`config.mk`:
```
export PLATFORM = sky130hd
export DESIGN_NAME = ext_irq_ctrl
export DESIGN_NICKNAME = d
export VERILOG_FILES = /design/src/rtl/ext_irq_pkg.sv /design/src/rtl/irq_edge_det.sv /design/src/rtl/irq_flag_bank.sv /design/src/rtl/ext_irq_ctrl.sv
export SDC_FILE = /design/constraint.sdc
export NUM_CORES = 1
export LEC_CHECK = 0
export BUFFER_PORTS_ARGS = -buffer_cell sky130_fd_sc_hd__buf_2
export CORE_AREA = 3 3 94 96
export CTS_CLUSTER_SIZE = 16
export DETAILED_ROUTE_END_ITERATION = 10
export DIE_AREA = 0 0 97 99
export PLACE_DENSITY = 0.6
export SETUP_SLACK_MARGIN = 0.05
export SKIP_LAST_GASP = 1
export SLEW_MARGIN = 20
export SYNTH_ARGS = -nofsm -noshare
export SYNTH_HDL_FRONTEND = slang
export SYNTH_SLANG_ARGS = --single-unit
```
`constraint.sdc`:
```
create_clock -name clk_i -period 1.1 [get_ports clk_i]
set_input_delay 0.055 -clock clk_i [delete_from_list [all_inputs] [get_ports clk_i]]
set_output_delay 0.055 -clock clk_i [all_outputs]
set_load 0.01 [all_outputs]
```
`src/rtl/ext_irq_pkg.sv`:
```
package ext_irq_pkg;
  localparam int NUM_LINES = 7;
  localparam int NUM_DIRECT = 5;  // lines 0,1,2,3,5
  localparam int SUB_PER_GRP = 3;
  localparam int NUM_GRP = 2;     // lines 4 and 6
  localparam int NUM_SUB = SUB_PER_GRP * NUM_GRP;
  localparam int REG_W = 8;
  localparam int ADDR_W = 3;
  localparam int SYNC_STAGES = 2;

  // lines whose flag is cleared by the vector acknowledge
  localparam logic [NUM_LINES-1:0] AUTO_CLR_MASK = 7'b011_1111;

  typedef enum logic [ADDR_W-1:0] {
    ADDR_LINE_EN  = 3'd0,
    ADDR_LINE_FLG = 3'd1,
    ADDR_POL      = 3'd2,
    ADDR_SUB_EN   = 3'd3,
    ADDR_SUB_FLG  = 3'd4
  } reg_addr_e;
endpackage

```
`src/rtl/irq_edge_det.sv`:
```
module irq_edge_det #(
  parameter int W = 1,
  parameter int STAGES = 2
) (
  input  logic         clk_i,
  input  logic         rst_ni,
  input  logic [W-1:0] raw_i,
  input  logic [W-1:0] rise_sel_i,  // 1: rising, 0: falling
  output logic [W-1:0] edge_o
);
  logic [W-1:0] sync_q [STAGES];
  logic [W-1:0] prev_q;

  always_ff @(posedge clk_i or negedge rst_ni) begin
    if (!rst_ni) begin
      for (int s = 0; s < STAGES; s++) sync_q[s] <= '0;
      prev_q <= '0;
    end else begin
      sync_q[0] <= raw_i;
      for (int s = 1; s < STAGES; s++) sync_q[s] <= sync_q[s-1];
      prev_q <= sync_q[STAGES-1];
    end
  end

  assign edge_o = (rise_sel_i & sync_q[STAGES-1] & ~prev_q) |
                  (~rise_sel_i & ~sync_q[STAGES-1] & prev_q);
endmodule

```
`src/rtl/irq_flag_bank.sv`:
```
module irq_flag_bank #(
  parameter int W = 1
) (
  input  logic         clk_i,
  input  logic         rst_ni,
  input  logic [W-1:0] set_i,
  input  logic [W-1:0] clr_i,
  output logic [W-1:0] flag_o
);
  // set wins over a same-cycle clear
  always_ff @(posedge clk_i or negedge rst_ni) begin
    if (!rst_ni) flag_o <= '0;
    else         flag_o <= set_i | (flag_o & ~clr_i);
  end
endmodule

```
`src/rtl/ext_irq_ctrl.sv`:
```
module ext_irq_ctrl
  import ext_irq_pkg::*;
(
  input  logic                 clk_i,
  input  logic                 rst_ni,
  input  logic [3:0]           ext_raw_i,
  input  logic                 l5_raw_i,
  input  logic [2:0]           l4_src_i,
  input  logic [2:0]           l6_src_i,
  input  logic [NUM_LINES-1:0] ack_i,
  input  logic                 reg_we_i,
  input  logic [ADDR_W-1:0]    reg_addr_i,
  input  logic [REG_W-1:0]     reg_wdata_i,
  output logic [REG_W-1:0]     reg_rdata_o,
  output logic [NUM_LINES-1:0] irq_pend_o
);
  logic [NUM_LINES-1:0] line_en;
  logic [1:0]           pol_q;
  logic [NUM_SUB-1:0]   sub_en;
  logic [NUM_LINES-1:0] line_flag, line_set, line_clr;
  logic [NUM_SUB-1:0]   sub_flag, sub_set, sub_clr;
  logic [NUM_DIRECT-1:0] dir_edge, dir_raw, dir_rise;
  logic [NUM_GRP-1:0]   grp_req, grp_q, grp_rise;
  logic                 wr_line_flg, wr_sub_flg;
  logic                 unused_wdata;

  assign unused_wdata = reg_wdata_i[REG_W-1];

  // direct lines: order {5,3,2,1,0}; line 5 inverted so its falling edge counts
  assign dir_raw  = {~l5_raw_i, ext_raw_i};
  assign dir_rise = {1'b1, pol_q, 2'b00};

  irq_edge_det #(.W(NUM_DIRECT), .STAGES(SYNC_STAGES)) u_dir_edge (
    .clk_i, .rst_ni, .raw_i(dir_raw), .rise_sel_i(dir_rise), .edge_o(dir_edge)
  );

  irq_edge_det #(.W(NUM_SUB), .STAGES(SYNC_STAGES)) u_sub_edge (
    .clk_i, .rst_ni, .raw_i({l6_src_i, l4_src_i}), .rise_sel_i({NUM_SUB{1'b1}}),
    .edge_o(sub_set)
  );

  assign wr_sub_flg  = reg_we_i && (reg_addr_i == ADDR_SUB_FLG);
  assign wr_line_flg = reg_we_i && (reg_addr_i == ADDR_LINE_FLG);

  assign sub_clr = wr_sub_flg ? ~reg_wdata_i[NUM_SUB-1:0] : '0;

  irq_flag_bank #(.W(NUM_SUB)) u_sub_flags (
    .clk_i, .rst_ni, .set_i(sub_set), .clr_i(sub_clr), .flag_o(sub_flag)
  );

  // merged request per group, line flag on its rising edge
  for (genvar g = 0; g < NUM_GRP; g++) begin : g_grp
    assign grp_req[g] = |(sub_flag[g*SUB_PER_GRP +: SUB_PER_GRP] &
                          sub_en[g*SUB_PER_GRP +: SUB_PER_GRP]);
  end

  always_ff @(posedge clk_i or negedge rst_ni) begin
    if (!rst_ni) grp_q <= '0;
    else         grp_q <= grp_req;
  end
  assign grp_rise = grp_req & ~grp_q;

  assign line_set = {grp_rise[1], dir_edge[4], grp_rise[0], dir_edge[3:0]};
  assign line_clr = (wr_line_flg ? ~reg_wdata_i[NUM_LINES-1:0] : '0) |
                    (ack_i & AUTO_CLR_MASK);

  irq_flag_bank #(.W(NUM_LINES)) u_line_flags (
    .clk_i, .rst_ni, .set_i(line_set), .clr_i(line_clr), .flag_o(line_flag)
  );

  always_ff @(posedge clk_i or negedge rst_ni) begin
    if (!rst_ni) begin
      line_en <= '0;
      pol_q   <= '0;
      sub_en  <= '0;
    end else if (reg_we_i) begin
      unique case (reg_addr_i)
        ADDR_LINE_EN: line_en <= reg_wdata_i[NUM_LINES-1:0];
        ADDR_POL:     pol_q   <= reg_wdata_i[1:0];
        ADDR_SUB_EN:  sub_en  <= reg_wdata_i[NUM_SUB-1:0];
        default: ;
      endcase
    end
  end

  always_comb begin
    reg_rdata_o = '0;
    unique case (reg_addr_i)
      ADDR_LINE_EN:  reg_rdata_o[NUM_LINES-1:0] = line_en;
      ADDR_LINE_FLG: reg_rdata_o[NUM_LINES-1:0] = line_flag;
      ADDR_POL:      reg_rdata_o[1:0]           = pol_q;
      ADDR_SUB_EN:   reg_rdata_o[NUM_SUB-1:0]   = sub_en;
      ADDR_SUB_FLG:  reg_rdata_o[NUM_SUB-1:0]   = sub_flag;
      default: ;
    endcase
  end

  assign irq_pend_o = line_flag & line_en;
endmodule

```
==> reports/summary.log <==
qor: run_status.violations_in_the_final_reports setup timing
qor: clocking.htree_levels 3
qor: pwr.power.static_leakage 1.55 nW
qor: die.floorplan.die_area 9600 um2
qor: die.die_w 97 um
qor: global_route.grt_util_all_layers 11.4%
qor: layout.post-route-util 41.4%
qor: layout.finalNetCount 313
qor: layout.fraction_of_layout_instances_using_a_drive_strength_above_1 39.4%
qor: yosys.async_flop_share 100%
qor: clocking.cts_tree built
qor: sta.slew_viol_final 0
qor: setup_path.crit_path_max_fanout 2
qor: yosys.syn_nets 214
qor: clocking.tritoncts_num_sinks 63
qor: setup_path.required 1.04 ns
qor: global_route.gr-total-overflow 0
qor: pwr.power_density 1580 nW/um2
qor: yosys.synth_seq_cells 63
qor: sta.skew 0.00478 ns
qor: die.io_pins 47
qor: sta.finalWorstSetupSlack -0.316 ns
qor: sta.setup_viol 13
qor: placed_design.place.detailed.hpwl 3540 um
qor: setup_path.worstPathArrival 1.36 ns
qor: yosys.ys_types 28
qor: setup_path.setup.worst_path.end reg_rdata_o[0]
qor: route.dr_total_vias 1,719
qor: sta.hold_violations 0
qor: yosys.post_synth_inst_count 182
qor: sta.final_critical_path_time_including_i_o_delays_and_setup 1.42 ns
qor: die.floorplan.initialDensity 29.3%
qor: sta.sum_neg_setup_slack -1.55 ns
qor: setup_path.critical_path.reg2reg.endpoint u_line_flags.flag_o[6]
qor: global_route.grt_first_pass_wirelength 8570 um
qor: sta.max_freq 0.706 GHz
qor: global_route.first_global_vias 1,811
qor: placed_design.numPortBuffers 43
qor: setup_path.critical-path-slowest-cell sky130_fd_sc_hd__dfrtp_1
qor: yosys.synth.cell_area 2390 um2
qor: pwr.vdd_ir_drop_max 1.07 mV
qor: clocking.clk_root_buffer_cell sky130_fd_sc_hd__clkbuf_8
qor: route.drt_pass1_iterations 4
qor: setup_path.worst_path_dominant_cell_family flip-flops
qor: layout.antenna_cell_count 0
qor: setup_path.cp-end-kind primary output
qor: clocking.worst_setup_hold_path_clk_slew 0.06 ns
qor: sta.holdWs 0.0108 ns
qor: clocking.numCtsBuffers 9
qor: route.routed_wirelength 5210 um
qor: setup_path.rr_worst_depth 3
qor: yosys.synth_edf_count 0
qor: yosys.register_area_share_after_synthesis 66.1%
qor: route.vias_per_cell 4.42
qor: route.drtAntennaViolNets 0
qor: setup_path.critical_path_class reg2out
qor: run_status.status finished, violations left
qor: flow_run.max-cap-violations 0
qor: layout.layout_filler_cell_count 778
qor: placed_design.gp_congestion 0.807
qor: yosys.yosys_warnings 0
qor: pwr.power 5.34 mW
qor: die.die_h 99 um
qor: die.coreArea 8130 um2
qor: setup_path.start_point_of_the_critical_path pol_q[0]
qor: route.detailedRoute.firstIterationViolations 72
qor: global_route.grt_antenna_before_repair 0
qor: clocking.clock_path_buffers 2
qor: layout.area_growth_syn_to_layout 41.3%
qor: die.row_count 33
qor: setup_path.regToRegSetupSlack -0.05 ns
qor: route.remaining_drc_errors 0
qor: yosys.synth_ff_type sky130_fd_sc_hd__dfrtp_1
qor: hold_path.hold_path_class in2reg
qor: setup_path.worst_reg2reg_startpoint u_sub_flags.flag_o[3]
qor: route.wl_per_cell 13.4 um
qor: sta.rsz_0062_raised_after_global_routing yes
qor: setup_path.critical_path_cell_count 4
qor: setup_path.worst-path-buf-inv 1
qor: setup_path.timing.critical_path.slowest_cell_delay 0.37 ns
qor: setup_path.crit_chain mux2_2, a21oi_2, o22ai_2, buf_2
qor: setup_path.crit_path_start_kind flip-flop
qor: yosys.syn_avg_cell_area 13.1 um2
qor: global_route.grt_max_degree 64
qor: sta.period_share 129%
qor: clocking.clk-insertion-delay-late 0.34 ns
qor: hold_path.whs_path_depth 4
-- layer usage --
layer | part of all wire (%) | wire length (um) | global-route usage [%]
met5 | 0 | 0 | 0
met4 | 1.6 | 83 | 3.13
met3 | 5.8 | 300 | 5.59
met2 | 48 | 2500 | 18.6
met1 | 45 | 2330 | 13.5
-- layout by cell type (no fill, tap or decap), types with 8 or more instances in the layout --
master,count
sky130_fd_sc_hd__nand2_1,11
sky130_fd_sc_hd__clkbuf_8,9
sky130_fd_sc_hd__dlygate4sd3_1,21
sky130_fd_sc_hd__o21ai_0,22
sky130_fd_sc_hd__buf_4,25
sky130_fd_sc_hd__dfrtp_1,63
sky130_fd_sc_hd__buf_2,39
sky130_fd_sc_hd__inv_1,12
sky130_fd_sc_hd__buf_6,8
sky130_fd_sc_hd__mux2_2,15
-- kinds of logic after synthesis --
| logic type | share of synthesized area [%] |
|---|---|
| buffers and inverters | 3.20 |
| multiplexers | 10.5 |
| AO/OA/AOI/OAI | 9.65 |
| flip-flops | 66.1 |
| AND/OR/NAND/NOR | 10.4 |
| other | 0.157 |
-- what timing repair did --
action	CTS	global route
setup buffers	7	3
pin swaps	5	4
setup endpoints to repair	15	18
resized for setup	12	10
gates cloned	0	0
hold buffers	21	0
endpoints found under the hold margin	89	0
-- worst register-to-register path, delay by kind of cell, from the launching register on --
kind / cells / cell delay, ns
AO/OA/AOI/OAI: 2 / 0.49
buffers and inverters: 1 / 0.14
flip-flops: 1 / 0.40
-- Yosys cell counts, types with 2 or more instances --
master	instances	share of area, %
sky130_fd_sc_hd__a222oi_1	2	0.84
sky130_fd_sc_hd__a2bb2oi_1	2	0.73
sky130_fd_sc_hd__and2_1	7	1.8
sky130_fd_sc_hd__buf_2	4	0.84
sky130_fd_sc_hd__dfrtp_1	63	66
sky130_fd_sc_hd__inv_1	12	1.9
sky130_fd_sc_hd__mux2_2	16	7.6
sky130_fd_sc_hd__mux2i_1	7	2.9
sky130_fd_sc_hd__nand2_1	12	1.9
sky130_fd_sc_hd__nand4b_1	2	0.73
sky130_fd_sc_hd__nand4bb_1	2	0.94
sky130_fd_sc_hd__nor2_1	3	0.47
sky130_fd_sc_hd__nor2b_1	7	1.8
sky130_fd_sc_hd__o211ai_1	2	0.63
sky130_fd_sc_hd__o21ai_0	26	5.5
sky130_fd_sc_hd__o221ai_1	3	1.1
-- state kept, by name (all words and copies together), names as in the netlist, 5 cells and up --
register and cells:
u_sub_edge.sync_q 12, u_dir_edge.sync_q 10, line_en 7, u_line_flags.flag_o 7, sub_en 6, u_sub_edge.prev_q 6
u_sub_flags.flag_o 6, u_dir_edge.prev_q 5
-- worst min path at each step --
stage,endpoint,from,slack [ns]
detailed placement,u_dir_edge.sync_q[5],rst_ni,0.09
global placement,u_dir_edge.sync_q[5],rst_ni,0.09
CTS,line_en[0],reg_wdata_i[0],0.003
finish,u_line_flags.flag_o[4],ack_i[4],0.01
floorplan,grp_q[0],rst_ni,-0.24
global route,line_en[0],reg_wdata_i[0],0.006
-- through the flow --
stage | setup slack, ns | cells | area, um2
floorplan | -0.0117 | 182 | 2400
global placement | -0.0393 | 345 | 2880
detailed placement | -0.0546 | 345 | 2880
CTS | -0.316 | 387 | 3320
global route | -0.394 | 389 | 3370
finish | -0.316 | 389 | 3370
-- final cells by class --
type	instances	area, um2	share of cell area [%]
clock buffers	12	135	4.01
clock inverters	2	10.0	0.297
inverters	12	45.0	1.34
multi-input cells	101	769	22.8
flip-flops and latches	63	1580	46.8
well taps	105	131	3.90
repair buffers	94	703	20.9
-- power breakdown --
group | internal [mW] | switching, mW | total (mW) | leakage (nW)
combinational | 0.620 | 0.421 | 1.04 | 0.752
clock | 0.786 | 0.787 | 1.57 | 0.0761
sequential | 2.58 | 0.145 | 2.72 | 0.724
Power figures use the tool's default switching activity.
